### src/rtl/wrc_pkg.sv
package wrc_pkg;
  localparam int SEL_W   = 2;
  localparam int NUM_DW  = 4;
  localparam int NUM_LOW = NUM_DW - 1;

  typedef enum logic [SEL_W-1:0] {
    DSEL_0   = 2'd0,
    DSEL_1   = 2'd1,
    DSEL_2   = 2'd2,
    DSEL_TOP = 2'd3
  } dsel_e;
endpackage

### src/rtl/wrc_addr_split.sv
module wrc_addr_split #(
  parameter int IDX_W = 4
) (
  input  logic [IDX_W+1:0]    addr,
  output logic [IDX_W-1:0]    idx,
  output wrc_pkg::dsel_e      sel,
  output logic                is_top
);
  // low two bits select the dword, the rest name the register
  assign sel    = wrc_pkg::dsel_e'(addr[1:0]);
  assign idx    = addr[IDX_W+1:2];
  assign is_top = (sel == wrc_pkg::DSEL_TOP);
endmodule

### src/rtl/wrc_hold_store.sv
module wrc_hold_store #(
  parameter int IDX_W = 4,
  parameter int DW    = 32,
  localparam int NLOW = wrc_pkg::NUM_LOW
) (
  input  logic                 clk,
  input  logic                 rst_n,
  input  logic                 wr_en,
  input  logic                 is_top,
  input  wrc_pkg::dsel_e       sel,
  input  logic [IDX_W-1:0]     idx,
  input  logic [DW-1:0]        data,
  output logic [NLOW-1:0]      valid_q,
  output logic [IDX_W-1:0]     tag_q,
  output logic [NLOW*DW-1:0]   low_data,
  output logic                 full_match
);
  logic              any_held;
  logic              same_tag;
  logic              accept_low;
  logic              clear_all;
  logic [NLOW-1:0]   slot_hit;
  logic [NLOW-1:0]   valid_d;
  logic [IDX_W-1:0]  tag_d;

  assign any_held   = |valid_q;
  assign same_tag   = (tag_q == idx);
  assign accept_low = wr_en && !is_top && (!any_held || same_tag);
  assign clear_all  = wr_en && is_top;
  assign full_match = (&valid_q) && same_tag;

  generate
    for (genvar g = 0; g < NLOW; g++) begin : g_slot
      logic [DW-1:0] slot_q;

      assign slot_hit[g] = accept_low && (sel == wrc_pkg::dsel_e'(g));

      always_comb begin
        if (clear_all) valid_d[g] = 1'b0;
        else           valid_d[g] = valid_q[g] | slot_hit[g];
      end

      // data slot: clock enable only, no reset needed
      always_ff @(posedge clk) begin
        if (slot_hit[g]) slot_q <= data;
      end

      assign low_data[g*DW +: DW] = slot_q;
    end
  endgenerate

  always_comb begin
    tag_d = tag_q;
    if (accept_low) tag_d = idx;
  end

  always_ff @(posedge clk or negedge rst_n) begin
    if (!rst_n) begin
      valid_q <= '0;
      tag_q   <= '0;
    end else begin
      valid_q <= valid_d;
      tag_q   <= tag_d;
    end
  end
endmodule

### src/rtl/wrc_commit_stage.sv
module wrc_commit_stage #(
  parameter int IDX_W = 4,
  parameter int DW    = 32,
  localparam int NLOW = wrc_pkg::NUM_LOW,
  localparam int WW   = wrc_pkg::NUM_DW * DW
) (
  input  logic                clk,
  input  logic                rst_n,
  input  logic                fire,
  input  logic [IDX_W-1:0]    idx,
  input  logic [DW-1:0]       top_data,
  input  logic [NLOW*DW-1:0]  low_data,
  input  logic                full_match,
  output logic                cmt_valid,
  output logic [IDX_W-1:0]    cmt_idx,
  output logic [WW-1:0]       cmt_data
);
  logic [NLOW*DW-1:0] low_sel;
  logic [WW-1:0]      data_d;

  // zero-fill unless the store fully covers this register
  always_comb begin
    low_sel = full_match ? low_data : '0;
    data_d  = {top_data, low_sel};
  end

  always_ff @(posedge clk or negedge rst_n) begin
    if (!rst_n) cmt_valid <= 1'b0;
    else        cmt_valid <= fire;
  end

  always_ff @(posedge clk) begin
    if (fire) begin
      cmt_idx  <= idx;
      cmt_data <= data_d;
    end
  end
endmodule

### src/rtl/wreg_collector.sv
module wreg_collector #(
  parameter int IDX_W = 4,
  parameter int DW    = 32
) (
  input  logic                 clk,
  input  logic                 rst_n,
  input  logic                 wr_en,
  input  logic [IDX_W+1:0]     wr_addr,
  input  logic [DW-1:0]        wr_data,
  output logic                 cmt_valid,
  output logic [IDX_W-1:0]     cmt_idx,
  output logic [4*DW-1:0]      cmt_data
);
  localparam int NLOW = wrc_pkg::NUM_LOW;

  logic [IDX_W-1:0]    wr_idx;
  wrc_pkg::dsel_e      wr_sel;
  logic                wr_is_top;
  logic [NLOW-1:0]     held_valid;
  logic [IDX_W-1:0]    held_tag;
  logic [NLOW*DW-1:0]  held_low;
  logic                held_full;

  wrc_addr_split #(.IDX_W(IDX_W)) u_split (
    .addr   (wr_addr),
    .idx    (wr_idx),
    .sel    (wr_sel),
    .is_top (wr_is_top)
  );

  wrc_hold_store #(.IDX_W(IDX_W), .DW(DW)) u_store (
    .clk        (clk),
    .rst_n      (rst_n),
    .wr_en      (wr_en),
    .is_top     (wr_is_top),
    .sel        (wr_sel),
    .idx        (wr_idx),
    .data       (wr_data),
    .valid_q    (held_valid),
    .tag_q      (held_tag),
    .low_data   (held_low),
    .full_match (held_full)
  );

  wrc_commit_stage #(.IDX_W(IDX_W), .DW(DW)) u_commit (
    .clk        (clk),
    .rst_n      (rst_n),
    .fire       (wr_en && wr_is_top),
    .idx        (wr_idx),
    .top_data   (wr_data),
    .low_data   (held_low),
    .full_match (held_full),
    .cmt_valid  (cmt_valid),
    .cmt_idx    (cmt_idx),
    .cmt_data   (cmt_data)
  );
endmodule

### config.mk
export PLATFORM = sky130hd
export DESIGN_NAME = wreg_collector
export DESIGN_NICKNAME = d
export VERILOG_FILES = /design/src/rtl/wrc_pkg.sv /design/src/rtl/wrc_addr_split.sv /design/src/rtl/wrc_hold_store.sv /design/src/rtl/wrc_commit_stage.sv /design/src/rtl/wreg_collector.sv
export SDC_FILE = /design/constraint.sdc
export NUM_CORES = 1
export LEC_CHECK = 0
export BUFFER_PORTS_ARGS = -buffer_cell sky130_fd_sc_hd__buf_4
export CAP_MARGIN = 25
export CORE_MARGIN = 1.5
export CORE_UTILIZATION = 56
export CTS_BUF_LIST = sky130_fd_sc_hd__clkbuf_8
export CTS_CLUSTER_SIZE = 24
export DETAILED_ROUTE_END_ITERATION = 8
export PLACE_DENSITY = 0.9
export REMOVE_ABC_BUFFERS = 1
export SETUP_SLACK_MARGIN = 0.5
export SLEW_MARGIN = 0
export SYNTH_ARGS = -nofsm -noshare
export SYNTH_HDL_FRONTEND = slang
export SYNTH_HIERARCHICAL = 1
export SYNTH_SLANG_ARGS = --single-unit
### constraint.sdc
create_clock -name clk -period 5.93 [get_ports clk]
set_input_delay 1.186 -clock clk [delete_from_list [all_inputs] [get_ports clk]]
set_output_delay 1.186 -clock clk [all_outputs]
set_load 0.01 [all_outputs]
# Yosys cells after proc, flatten, opt, wreduce, memory -nomap -nowiden
# Cells that the tools add are included.
classes:
  addsub: 0
  multipliers: 0
  div: 0
  n_lt_le_gt_ge: 0
  n_eq_ne: 4
  shifts: 0
  n_mux: 3
  bitwise_logic: 3
  reduce_logical: 13
op_table:
  columns: ["op", "n"]
  rows:
  - ["logical AND 1 bit", 7]
  - ["== test 2 bit, second input constant", 2]
  - ["== test 4 bit", 1]
  - ["two-way mux 1 bit", 3]
  - ["OR 1 bit", 3]
  - ["AND reduction 3 bit", 1]
  - ["OR reduction 3 bit", 1]
  - ["== test 2 x 1 -> 1 bit, second input constant", 1]
  - ["zero test 1 bit", 2]
  - ["zero test 2 bit", 1]
  - ["logical OR 1 bit", 1]
word_totals:
  register_bits: 236
  latch_bits: 0
  ram_bits: 0
  rom_bits: 0
  inputBits: 41
  output_inout_bits: 133
  n_memories: 0

# Depth between registers and ports, before layout
# Gate-level depths: netlist of run 1.
depth:
  depth_word: 7
  depth_mapped: 7
  ltp_nobuf: 4

# Hierarchy
# Netlist of run 1, hierarchy kept.
by_module_without_submodules:
  columns: ["module", "instances", "cells_per_inst", "area_per_inst_um2", "seq_area_each_um2"]
  rows:
  - ["wrc_commit_stage", 1, 239, 4670.7, 3988.8]
  - ["wrc_hold_store", 1, 131, 3275.6, 3057.9]
  - ["wrc_addr_split", 1, 7, 51.3, 0.0]
  - ["wreg_collector", 1, 1, 6.3, 0.0]

# Least setup slack after synthesis of run 1
# Ideal clock, no wire load.
synth_timing:
  kind: "input-to-reg"
  startpoint: "input port wr_addr[4]"
  endpoint: "register u_store.g_slot[0].slot_q[0] (enable)"
  setup_time_ns: 0.501
  t_arrival_ns: 4.828
  path_slack_ns: 0.601
  stages: 4
  path_buffers: 1
  cell_sequence: "buf_4 -> xnor2_1 -> a41oi_2 -> nor4_1"
synth_via:
  elab_chain_cells: 4
synth_rtl:
  columns: ["item", "line_no", "rtl"]
  rows:
  - ["from (decl)", "wreg_collector.sv:8", "input logic [IDX_W+1:0] wr_addr,"]
  - ["== test 4 bit", "wrc_hold_store.sv:27", "assign same_tag = (tag_q == idx);"]
  - ["logical OR 1 bit", "wrc_hold_store.sv:28", "assign accept_low = wr_en && !is_top && (!any_held || same_tag);"]
  - ["logical AND 1 bit", "wrc_hold_store.sv:28", null]
  - ["logical AND 1 bit", "wrc_hold_store.sv:36", "assign slot_hit[g] = accept_low && (sel == wrc_pkg::dsel_e'(g));"]
  - ["via u_store.slot_hit[0]", "wrc_hold_store.sv:22", "logic [NLOW-1:0] slot_hit;"]
  - ["to (signal assigned)", "wrc_hold_store.sv:45", "if (slot_hit[g]) slot_q <= data;"]
  - ["to (decl)", "wrc_hold_store.sv:34", "logic [DW-1:0] slot_q;"]
# The timed path passes the listed nets, and every way through them passes these cells.
# A chain may end at the register's enable or synchronous reset.

# Final worst setup path of run 1
layout_timing:
  startpoint: "input port wr_addr[2]"
  endpoint: "register u_commit.cmt_data[23], data pin"
layout_via:
  elab_chain_cells: 2
layout_rtl:
  columns: ["item", "line_no", "rtl"]
  rows:
  - ["== test 4 bit", "wrc_hold_store.sv:27", null]
  - ["logical AND 1 bit", "wrc_hold_store.sv:30", "assign full_match = (&valid_q) && same_tag;"]
  - ["via held_full", "wreg_collector.sv:22", "logic held_full;"]
  - ["to (signal assigned)", "wrc_commit_stage.sv:35", "cmt_data <= data_d;"]
  - ["to (decl)", "wrc_commit_stage.sv:16", "output logic [WW-1:0] cmt_data"]
# The timed path passes the listed nets, and every way through them passes these cells.

==> results of run 1 <==
==> cells in the mapped netlist (all sizes together) <==
master	n
nand3	1
a41oi	1
nand2b	1
and2	98
nand4	1
o21ai	2
nand2	5
edfxtp	228
nor3	1
nor4	1
xnor2	4
mux2	4
nand3b	2
buf	16
dfrtp	8
nor2	3
o41ai	1
and2b	1
==> stage by stage <==
stage	area [sq um]	power, mW	std cells	util, %	hold slack, ps
after detailed placement	9470	2.24	720	68.0	506
after floorplan	7880	2.12	362	-	497
after CTS	10000	3.34	774	72.1	482
after global placement	9470	2.23	720	68.0	505
final	10100	3.31	776	72.4	505
after global routing	10100	3.44	776	72.4	479
==> logic make-up (layout without fill, tap and decap cells) <==
family | after synthesis | count (layout) | synth area share [%]
buf+inv | 16 | 234 | 1.58
compound gates | 4 | 4 | 0.532
mux | 4 | 4 | 0.563
xor+xnor | 4 | 4 | 0.438
simple gates | 114 | 114 | 8.85
flops | 236 | 236 | 88.0
==> power by group <==
group	internal (mW)	switching, mW
clock network	0.557	0.532
registers	1.93	0.0398
logic	0.104	0.144
==> flip-flops by register name, summed over array words and instances (netlist names) <==
register               cells
u_store/tag_q              4
u_commit/cmt_data        128
u_commit/cmt_idx           4
u_store/g_slot.slot_q     96
u_store/valid_q            3
u_commit/cmt_valid         1
==> per-layer routing <==
| metal | routed length, um | part of all wire (%) | vias up |
|---|---|---|---|
| met5 | 0 | 0 | - |
| met4 | 284 | 2.1 | 0 |
| met3 | 945 | 7.1 | 29 |
| met2 | 6930 | 52 | 159 |
| met1 | 5160 | 39 | 1867 |
| li1 | - | - | 1792 |
==> worst min path at each step <==
| stage | slack, ps | start | cells after the start | endpoint |
|---|---|---|---|---|
| after floorplan | 500 | u_store/g_slot[2].slot_q[30]$_DFFE_PP_ | 1 | u_commit/cmt_data[94]$_SDFFCE_PN0P_ |
| after global placement | 510 | u_store/g_slot[2].slot_q[4]$_DFFE_PP_ | 1 | u_commit/cmt_data[68]$_SDFFCE_PN0P_ |
| after detailed placement | 510 | u_store/g_slot[2].slot_q[30]$_DFFE_PP_ | 1 | u_commit/cmt_data[94]$_SDFFCE_PN0P_ |
| after CTS | 480 | rst_n | 1 | u_commit/cmt_valid$_DFF_PN0_ |
| after global routing | 480 | rst_n | 1 | u_store/valid_q[0]$_DFF_PN0_ |
| final | 500 | rst_n | 1 | u_store/tag_q[1]$_DFFE_PN0P_ |
==> area by class of cell <==
class                   instances  share of cell area, %
flip-flops and latches        236                   69.8
clock inverters                18                  0.769
repair buffers                180                   13.7
clock buffers                  36                   4.91
multi-input cells             126                   8.54
well taps                     180                   2.23
==> critical path: cells and delay by family <==
family                    cells  cell delay [ps]
xor gates and xnor gates      1              300
buffers and inverters         2              610
and+or+nand+nor               3             1070
==> flow_summary.toml, run 1 <==
[timing]
worst_pin_slew_ps = 757
slew_headroom_pct = 49.5
max_freq_mhz = 352
min_period_ps = 2840
rsz0062_at_grt = "no"
final_hold_viol_count = 0
skew_ps = 11.8
slew_viol_final = 0
setup_violations = 0
finalWorstSetupSlack_ps = 3090
setup_tns_ps = 0
period_share_pct = 47.9

[setup_path]
rr_endpoint = "u_commit/cmt_data[23]$_SDFFCE_PN0P_"
crit_end = "u_commit/cmt_data[23]$_SDFFCE_PN0P_"
cp-start-kind = "input port"
setup.worst_path.end_class = "flop"
worst_path_most_repeated_cell = "buf_4"
rrSetupSlack_ps = 3540
cp-startpoint = "wr_addr[2]"
crit_type = "input port to flop"
r2r-start = "u_store/tag_q[0]$_DFFE_PN0P_"
crit_chain = "buf_4 -> xnor2_1 -> nand4_1 -> nor2_4 -> buf_4 -> and2_1"
worstPathRequired_ps = 6280
rr_worst_depth = 5
slowest_stage = "nor2_4"
crit_path_max_fanout = 54
cp.arrival_ps = 3190
cpPeakStageDelay_ps = 620

[place]
dp_slack_ps = 2610
gp_congestion = 0.782
io_buffers = 173
hpwl_mm = 8.33

[clock_network]
clk_latency_ps = 490
cts_buffers = 35
cts_tree = "done"
cts_setup_buffers = 0
clk_path_buf_depth = 3
ctsHtreeMaxLevel = 2
clock-root-buffer = "clkbuf_8"
postCtsHoldBufs = 0
path_clk_slew_ps = 60
cts_resized = 0
clock_sinks = 236

[finish]
layout_commonest_cell = "edfxtp_1"
nets = 620
drive_above_1_share_pct = 38.9
final_cell_mix = "228 x edfxtp_1, 178 x buf_4, 97 x and2_1"
n_antenna_cell = 0
regArea_sq_um = 7050
areaGrowthSynthToFinish_pct = 26.1
nFillCells = 829
multi_input_area_sq_um = 862

[detailed_routing]
ant_nets = 0
drt_iter0_markers = 315
wl_per_cell_um = 17.2
vias = 3847
drc = 0
first_pass_iters = 4
drt-total-wl_mm = 13.3
via_per_inst = 4.96

[floorplan]
die_w_um = 123
io_pins = 174
die_y_um = 123
die-area_sq_um = 15000
start_util_pct = 57.4
coreArea_sq_um = 13900
row_count = 43

[grt]
gr-usage-all-layers_pct = 17.8
overflow = 0
grt_max_degree = 61
grt_pass1_wl_mm = 19.8
busiest_layer = "met2"
grt_pass1_vias = 3875
grt_antenna_before_repair = 0
use_met2_pct = 29.8
met3_usage_pct = 5.25
use_met1_pct = 22.3

[synthesis]
ys_ff_latch = 236
post-synth-top-area-fraction_pct = 85.5
yosys.cell_types.count = 21
synth.area.top_cells = "edfxtp_1 86%, and2_1 7.7%, dfrtp_1 2.5%, buf_6 0.70%, buf_4 0.56%"
yosysTopAreaCell = "edfxtp_1"
syn_area_per_cell_sq_um = 21.2
netlist_area_sq_um = 8000
synthCells = 378
ys_seq_area_share_pct = 88.0
yosys_warnings = 6

[pwr]
p_leak_nw = 3.77
ir_worst_vdd_mv = 0.265
p_per_area_nw_per_um2 = 328

[status]
status = "completed"

[min_path]
holdCritPathClass = "input port to async pin"

[job]
cap_violations = 0
Note: power is estimated with default switching activity, not from simulation.
==> run 2: changes to the inputs <==
--- a/config.mk
+++ b/config.mk
@@ -8,11 +8,11 @@
 export BUFFER_PORTS_ARGS = -buffer_cell sky130_fd_sc_hd__buf_4
 export CAP_MARGIN = 25
 export CORE_MARGIN = 1.5
-export CORE_UTILIZATION = 56
+export CORE_UTILIZATION = 50
 export CTS_BUF_LIST = sky130_fd_sc_hd__clkbuf_8
 export CTS_CLUSTER_SIZE = 24
 export DETAILED_ROUTE_END_ITERATION = 8
-export PLACE_DENSITY = 0.9
+export PLACE_DENSITY = 0.85
 export REMOVE_ABC_BUFFERS = 1
 export SETUP_SLACK_MARGIN = 0.5
 export SLEW_MARGIN = 0
==> constraint.sdc (replaced) <==
create_clock -name clk -period 2.4 [get_ports clk]
set_input_delay 0.48 -clock clk [delete_from_list [all_inputs] [get_ports clk]]
set_output_delay 0.48 -clock clk [all_outputs]
set_load 0.01 [all_outputs]
==> flow_summary.toml, run 2 (same netlist as run 1, synthesis figures left out) <==
[setup_path]
crit_chain = "xnor2_1 -> a41oi_2 -> nor4_2 -> buf_12"
cp-start-kind = "flop"
crit_path_max_fanout = 32
cpPeakStageDelay_ps = 380
slowest_stage = "dfrtp_1"
setup.worst_path.end_class = "flop"
crit_type = "flop to flop"
worstPathRequired_ps = 2580
cp.arrival_ps = 1860
rrSetupSlack_ps = 710

[timing]
min_period_ps = 1690
skew_ps = 13.9
slew_headroom_pct = 75.9
max_freq_mhz = 593
worst_pin_slew_ps = 362
setup_violations = 0
slew_viol_final = 0
period_share_pct = 70.2
setup_tns_ps = 0
whs_ps = 184
final_hold_viol_count = 0
rsz0062_at_grt = "no"

[grt]
busiest_layer = "met2"
use_met2_pct = 28.5
grt_max_degree = 56
overflow = 0
gr-usage-all-layers_pct = 16.3
grt_pass1_wl_mm = 20.5
met3_usage_pct = 5.24
grt_antenna_before_repair = 0
use_met1_pct = 18.9
grt_pass1_vias = 4026

[pwr]
ir_worst_vdd_mv = 0.532
p_per_area_nw_per_um2 = 813
p_leak_nw = 3.85

[detailed_routing]
vias = 3825
drc = 0
wl_per_cell_um = 16.5
drt_iter0_markers = 181
ant_nets = 0
via_per_inst = 4.64
drt-total-wl_mm = 13.6
first_pass_iters = 4

[finish]
drive_above_1_share_pct = 39.7
final_cell_area_sq_um = 10300
largest_reg_flops = 128
multi_input_area_sq_um = 862
largest-register = "u_commit/cmt_data"
nFillCells = 1117
final_cell_mix = "228 x edfxtp_1, 180 x buf_4, 97 x and2_1"
regArea_sq_um = 7050
nets = 628
instances_no_fill = 825
top_regs = "u_commit/cmt_data x128, u_store/g_slot.slot_q x96"
n_antenna_cell = 0
areaGrowthSynthToFinish_pct = 28.3
layout_commonest_cell = "edfxtp_1"

[place]
post-place-cells = 763
hpwl_mm = 8.95
place_area_sq_um = 9630
gp_congestion = 0.785
io_buffers = 173

[clock_network]
clock-root-buffer = "clkbuf_8"
cts_setup_buffers = 0
clock_sinks = 236
cts_buffers = 37
clk_latency_ps = 500
clk_path_buf_depth = 3
path_clk_slew_ps = 60
cts_tree = "done"
ctsHtreeMaxLevel = 2

[min_path]
holdCritPathClass = "input port to flop"

[floorplan]
die-area_sq_um = 16800
die_y_um = 130
row_count = 46
start_util_pct = 50.8
io_pins = 174
coreArea_sq_um = 15800
die_w_um = 130

[job]
cap_violations = 0

[status]
status = "completed"
[run 2: cell count changes in the layout (fill, tap and decap cells not counted)]
cell / previous run / this run
clkinv_2: 1 / 4
clkinv_1: 7 / 8
buf_12: 1 / 5
dlygate4sd3_1: 0 / 1
buf_4: 178 / 180
inv_1: 8 / 9
clkbuf_8: 36 / 39
inv_6: 1 / 0
buf_16: 1 / 0
[run 2: path summary, 6_finish.rpt]
path | endpoint | from | cells past startpoint
max in group asynchronous | u_store/tag_q[2]$_DFFE_PN0P_ | rst_n | 2
setup / recovery | u_store/g_slot[0].slot_q[31]$_DFFE_PP_ | u_store/tag_q[0]$_DFFE_PN0P_ | 4
min in group asynchronous | u_store/tag_q[0]$_DFFE_PN0P_ | rst_n | 2
hold / removal | u_commit/cmt_data[102]$_DFFE_PP_ | wr_data[6] | 1
hold reg to reg | u_commit/cmt_data[1]$_SDFFCE_PN0P_ | u_store/g_slot[0].slot_q[1]$_DFFE_PP_ | 1
setup reg to reg | u_store/g_slot[0].slot_q[31]$_DFFE_PP_ | u_store/tag_q[0]$_DFFE_PN0P_ | 4
[run 2: area by class of cell]
type	instances	area share, %
Clock buffer	39	5.23
Timing Repair Buffer	186	14.2
Sequential cell	236	68.6
Tap cell	216	2.63
Multi-Input combinational cell	126	8.40
Clock inverter	22	0.889
[run 2: where the power goes]
group	switching (mW)	internal, mW
combinational	0.348	0.287
clock	1.36	1.49
sequential	0.0961	4.77
[run 2: per-layer routing]
layer,up-vias,part of all wire (%)
met5,-,0
li1,1816,-
met1,1859,39
met2,126,52
met3,24,6.5
met4,0,1.8
[run 2: stage by stage]
step	power [mW]	util, %	worst slack (ps)
detailed placement	5.59	61.1	453
CTS	8.47	65.1	715
finish	8.35	65.1	714
global route	8.72	65.1	579
global placement	5.55	61.1	486
floorplan	5.24	-	-2100
[run 2: worst max-delay path: cells and delay by family (launching register included)]
kind            cells  cell delay (ps)
compound gates      1              180
flops               1              380
buf+inv             1              270
simple gates        1              270
xor+xnor            1              230
[run 2: repair_timing]
action,in CTS,in global routing
endpoints found under the hold margin,8,0
hold buffers,1,0
gates resized for setup,0,0
==> run 3: changes to the inputs <==
--- a/config.mk
+++ b/config.mk
@@ -5,14 +5,15 @@
 export SDC_FILE = /design/constraint.sdc
 export NUM_CORES = 1
 export LEC_CHECK = 0
+export ABC_AREA = 1
 export BUFFER_PORTS_ARGS = -buffer_cell sky130_fd_sc_hd__buf_4
 export CAP_MARGIN = 25
 export CORE_MARGIN = 1.5
-export CORE_UTILIZATION = 50
+export CORE_UTILIZATION = 56
 export CTS_BUF_LIST = sky130_fd_sc_hd__clkbuf_8
 export CTS_CLUSTER_SIZE = 24
 export DETAILED_ROUTE_END_ITERATION = 8
-export PLACE_DENSITY = 0.85
+export PLACE_DENSITY = 0.9
 export REMOVE_ABC_BUFFERS = 1
 export SETUP_SLACK_MARGIN = 0.5
 export SLEW_MARGIN = 0
==> constraint.sdc (replaced) <==
create_clock -name clk -period 1.6 [get_ports clk]
set_input_delay 0.32 -clock clk [delete_from_list [all_inputs] [get_ports clk]]
set_output_delay 0.32 -clock clk [all_outputs]
set_load 0.01 [all_outputs]
==> flow_summary.toml, run 3 <==
[synthesis]
post-synth-top-area-fraction_pct = 83.2
netlist_area_sq_um = 8230
yosysMostFrequentCell = "edfxtp_1"
ys_ff_latch = 236
synthCells = 505
synthArstFlopShare_pct = 3.39
synthFlopType = "edfxtp_1"
yosys.cell_types.count = 19
ys_seq_area_share_pct = 85.7
synth.area.top_cells = "edfxtp_1 83%, inv_1 4.8%, nand2_1 4.8%, dfrtp_1 2.4%, nand2_2 0.84%"
yosysTopAreaCell = "edfxtp_1"
synth_edf_count = 228
syn_area_per_cell_sq_um = 16.3
yosys_warnings = 6
synth.top_cells.by_count = "228 x edfxtp_1, 106 x inv_1, 106 x nand2_1, 11 x nand2_2, 10 x inv_2"

[timing]
min_period_ps = 1760
slew_headroom_pct = 81.9
setup_violations = 175
period_share_pct = 110
slew_viol_final = 0
worst_pin_slew_ps = 272
finalWorstSetupSlack_ps = -158
rsz0062_at_grt = "yes"
final_hold_viol_count = 0
skew_ps = 8.35
max_freq_mhz = 569

[grt]
grt_max_degree = 50
overflow = 0
use_met2_pct = 34.9
grt_pass1_wl_mm = 21.5
use_met1_pct = 21.4
grt_pass1_vias = 4438
grt_antenna_before_repair = 0
busiest_layer = "met2"
gr-usage-all-layers_pct = 19.2
met3_usage_pct = 4.67

[detailed_routing]
wl_per_cell_um = 18.2
drt-total-wl_mm = 17.4
ant_nets = 0
first_pass_iters = 5
drt_iter0_markers = 326
vias = 4699
via_per_inst = 4.91
drc = 0

[floorplan]
die-area_sq_um = 15400
start_util_pct = 57.0
die_y_um = 124
die_w_um = 124
row_count = 44
io_pins = 174
coreArea_sq_um = 14400

[finish]
n_antenna_cell = 0
areaGrowthSynthToFinish_pct = 42.1
nets = 789
largest_reg_flops = 128
layout_commonest_cell = "edfxtp_1"
fin_util_pct = 81.0
largest-register = "u_commit/cmt_data"
final_cell_mix = "228 x edfxtp_1, 123 x buf_6, 106 x inv_1"
drive_above_1_share_pct = 40.8
top_regs = "u_commit/cmt_data x128, u_store/g_slot.slot_q x96"

[place]
io_buffers = 173
hpwl_mm = 9.56
gp_congestion = 0.797
dp_slack_ps = -26.5

[pwr]
p_clk_share_pct = 35.0
swShare_pct = 22.3
p_leak_nw = 5.18
power_mw = 13.2
p_per_area_nw_per_um2 = 1130
p_switching_mw = 2.94
ir_worst_vdd_mv = 1.09
power.internal_mw = 10.2
pwr-share-seq_pct = 55.1
combPwrFrac_pct = 9.9

[setup_path]
cp.arrival_ps = 2120
crit_type = "flop to flop"
crit_path_max_fanout = 9
cp-start-kind = "flop"
setup.worst_path.end_class = "flop"
worstPathRequired_ps = 1960

[min_path]
holdCritPathClass = "input port to flop"

[status]
status = "finished, violations left"
violations = "setup timing"

[clock_network]
cts_tree = "done"
cts_buffers = 36
clock_sinks = 236
path_clk_slew_ps = 70
clk_latency_ps = 490
clk_path_buf_depth = 3
ctsHtreeMaxLevel = 2
clock-root-buffer = "clkbuf_8"

[job]
cap_violations = 0
[run 3: cell count changes in the layout (fill, tap and decap cells not counted), sizes merged, moves of 4 or more]
cell,before,now
clkinv,12,16
xnor2,4,0
and2,98,0
mux2,4,0
clkbuf,39,46
buf,185,210
inv,9,123
nand2,5,119
[run 3: through the flow]
stage               setup TNS, ps  instances  cell area [sq um]  hold slack [ps]
CTS                             0        941              10900             3.65
global route               -25970        958              11700            -8.16
finish                     -11100        958              11700             30.1
floorplan                 -910000        488               8090             24.4
global placement           -0.903        859               9870              141
detailed placement           -106        859               9870              148
[run 3: cells by family after synthesis]
logic type | share of synthesized area (%)
AND/OR/NAND/NOR | 6.94
flip-flops | 85.7
buffers and inverters | 6.97
AO/OA/AOI/OAI | 0.426
[run 3: path summary, 6_finish.rpt]
path                       slack [ps]                                    from                                  end  cells after the start
max                              -160            u_store/tag_q[0]$_DFFE_PN0P_  u_commit/cmt_data[29]$_SDFFCE_PN0P_                     11
min                                30                             wr_data[11]     u_commit/cmt_data[107]$_DFFE_PP_                      1
max reg2reg                      -160            u_store/tag_q[0]$_DFFE_PN0P_  u_commit/cmt_data[29]$_SDFFCE_PN0P_                     11
min reg2reg                       500  u_store/g_slot[2].slot_q[31]$_DFFE_PP_  u_commit/cmt_data[95]$_SDFFCE_PN0P_                      2
max in group asynchronous        1280                                   rst_n         u_store/tag_q[0]$_DFFE_PN0P_                      2
min in group asynchronous         180                                   rst_n         u_store/valid_q[0]$_DFF_PN0_                      2
[run 3: repair_timing]
action	in CTS	in global routing
hold endpoints to repair	10	0
setup endpoints to repair	332	332
buffers inserted	10	6
hold buffers	3	0
cloned	5	11
resized for setup	20	143
pin swaps	0	1
[run 3: layout make-up]
type	instances	area, sq um
Multi-Input combinational cell	136	681
Timing Repair Buffer	222	2590
Sequential cell	236	7050
Inverter	116	463
Tap cell	184	230
Clock inverter	27	168
Clock buffer	37	509
Fill cell	715	2740
[run 3: per-layer routing]
metal	up-vias	part of all wire, %
met4	0	3.0
met2	238	53
met5	-	0
met3	35	7.3
met1	2281	37
li1	2145	-
[run 3: worst max-delay path, cell delays in order (launching register included)]
cell	delay [ps]
dfrtp_1	380
inv_1	60
nand2_1	70
nand2_1	70
nor2_2	90
nand2_2	100
nor4_2	180
buf_4	200
buf_4	170
clkbuf_16	170
nand2_1	70
inv_1	70
[run 3: power groups by stage]
stage | Combinational (mW) | Sequential (mW) | Clock [mW]
after floorplan | 0.382 | 7.38 | 0
after global placement | 0.841 | 7.33 | 0
after detailed placement | 0.878 | 7.34 | 0
after CTS | 1.06 | 7.22 | 4.67
after global routing | 1.39 | 7.27 | 4.97
final | 1.30 | 7.25 | 4.61
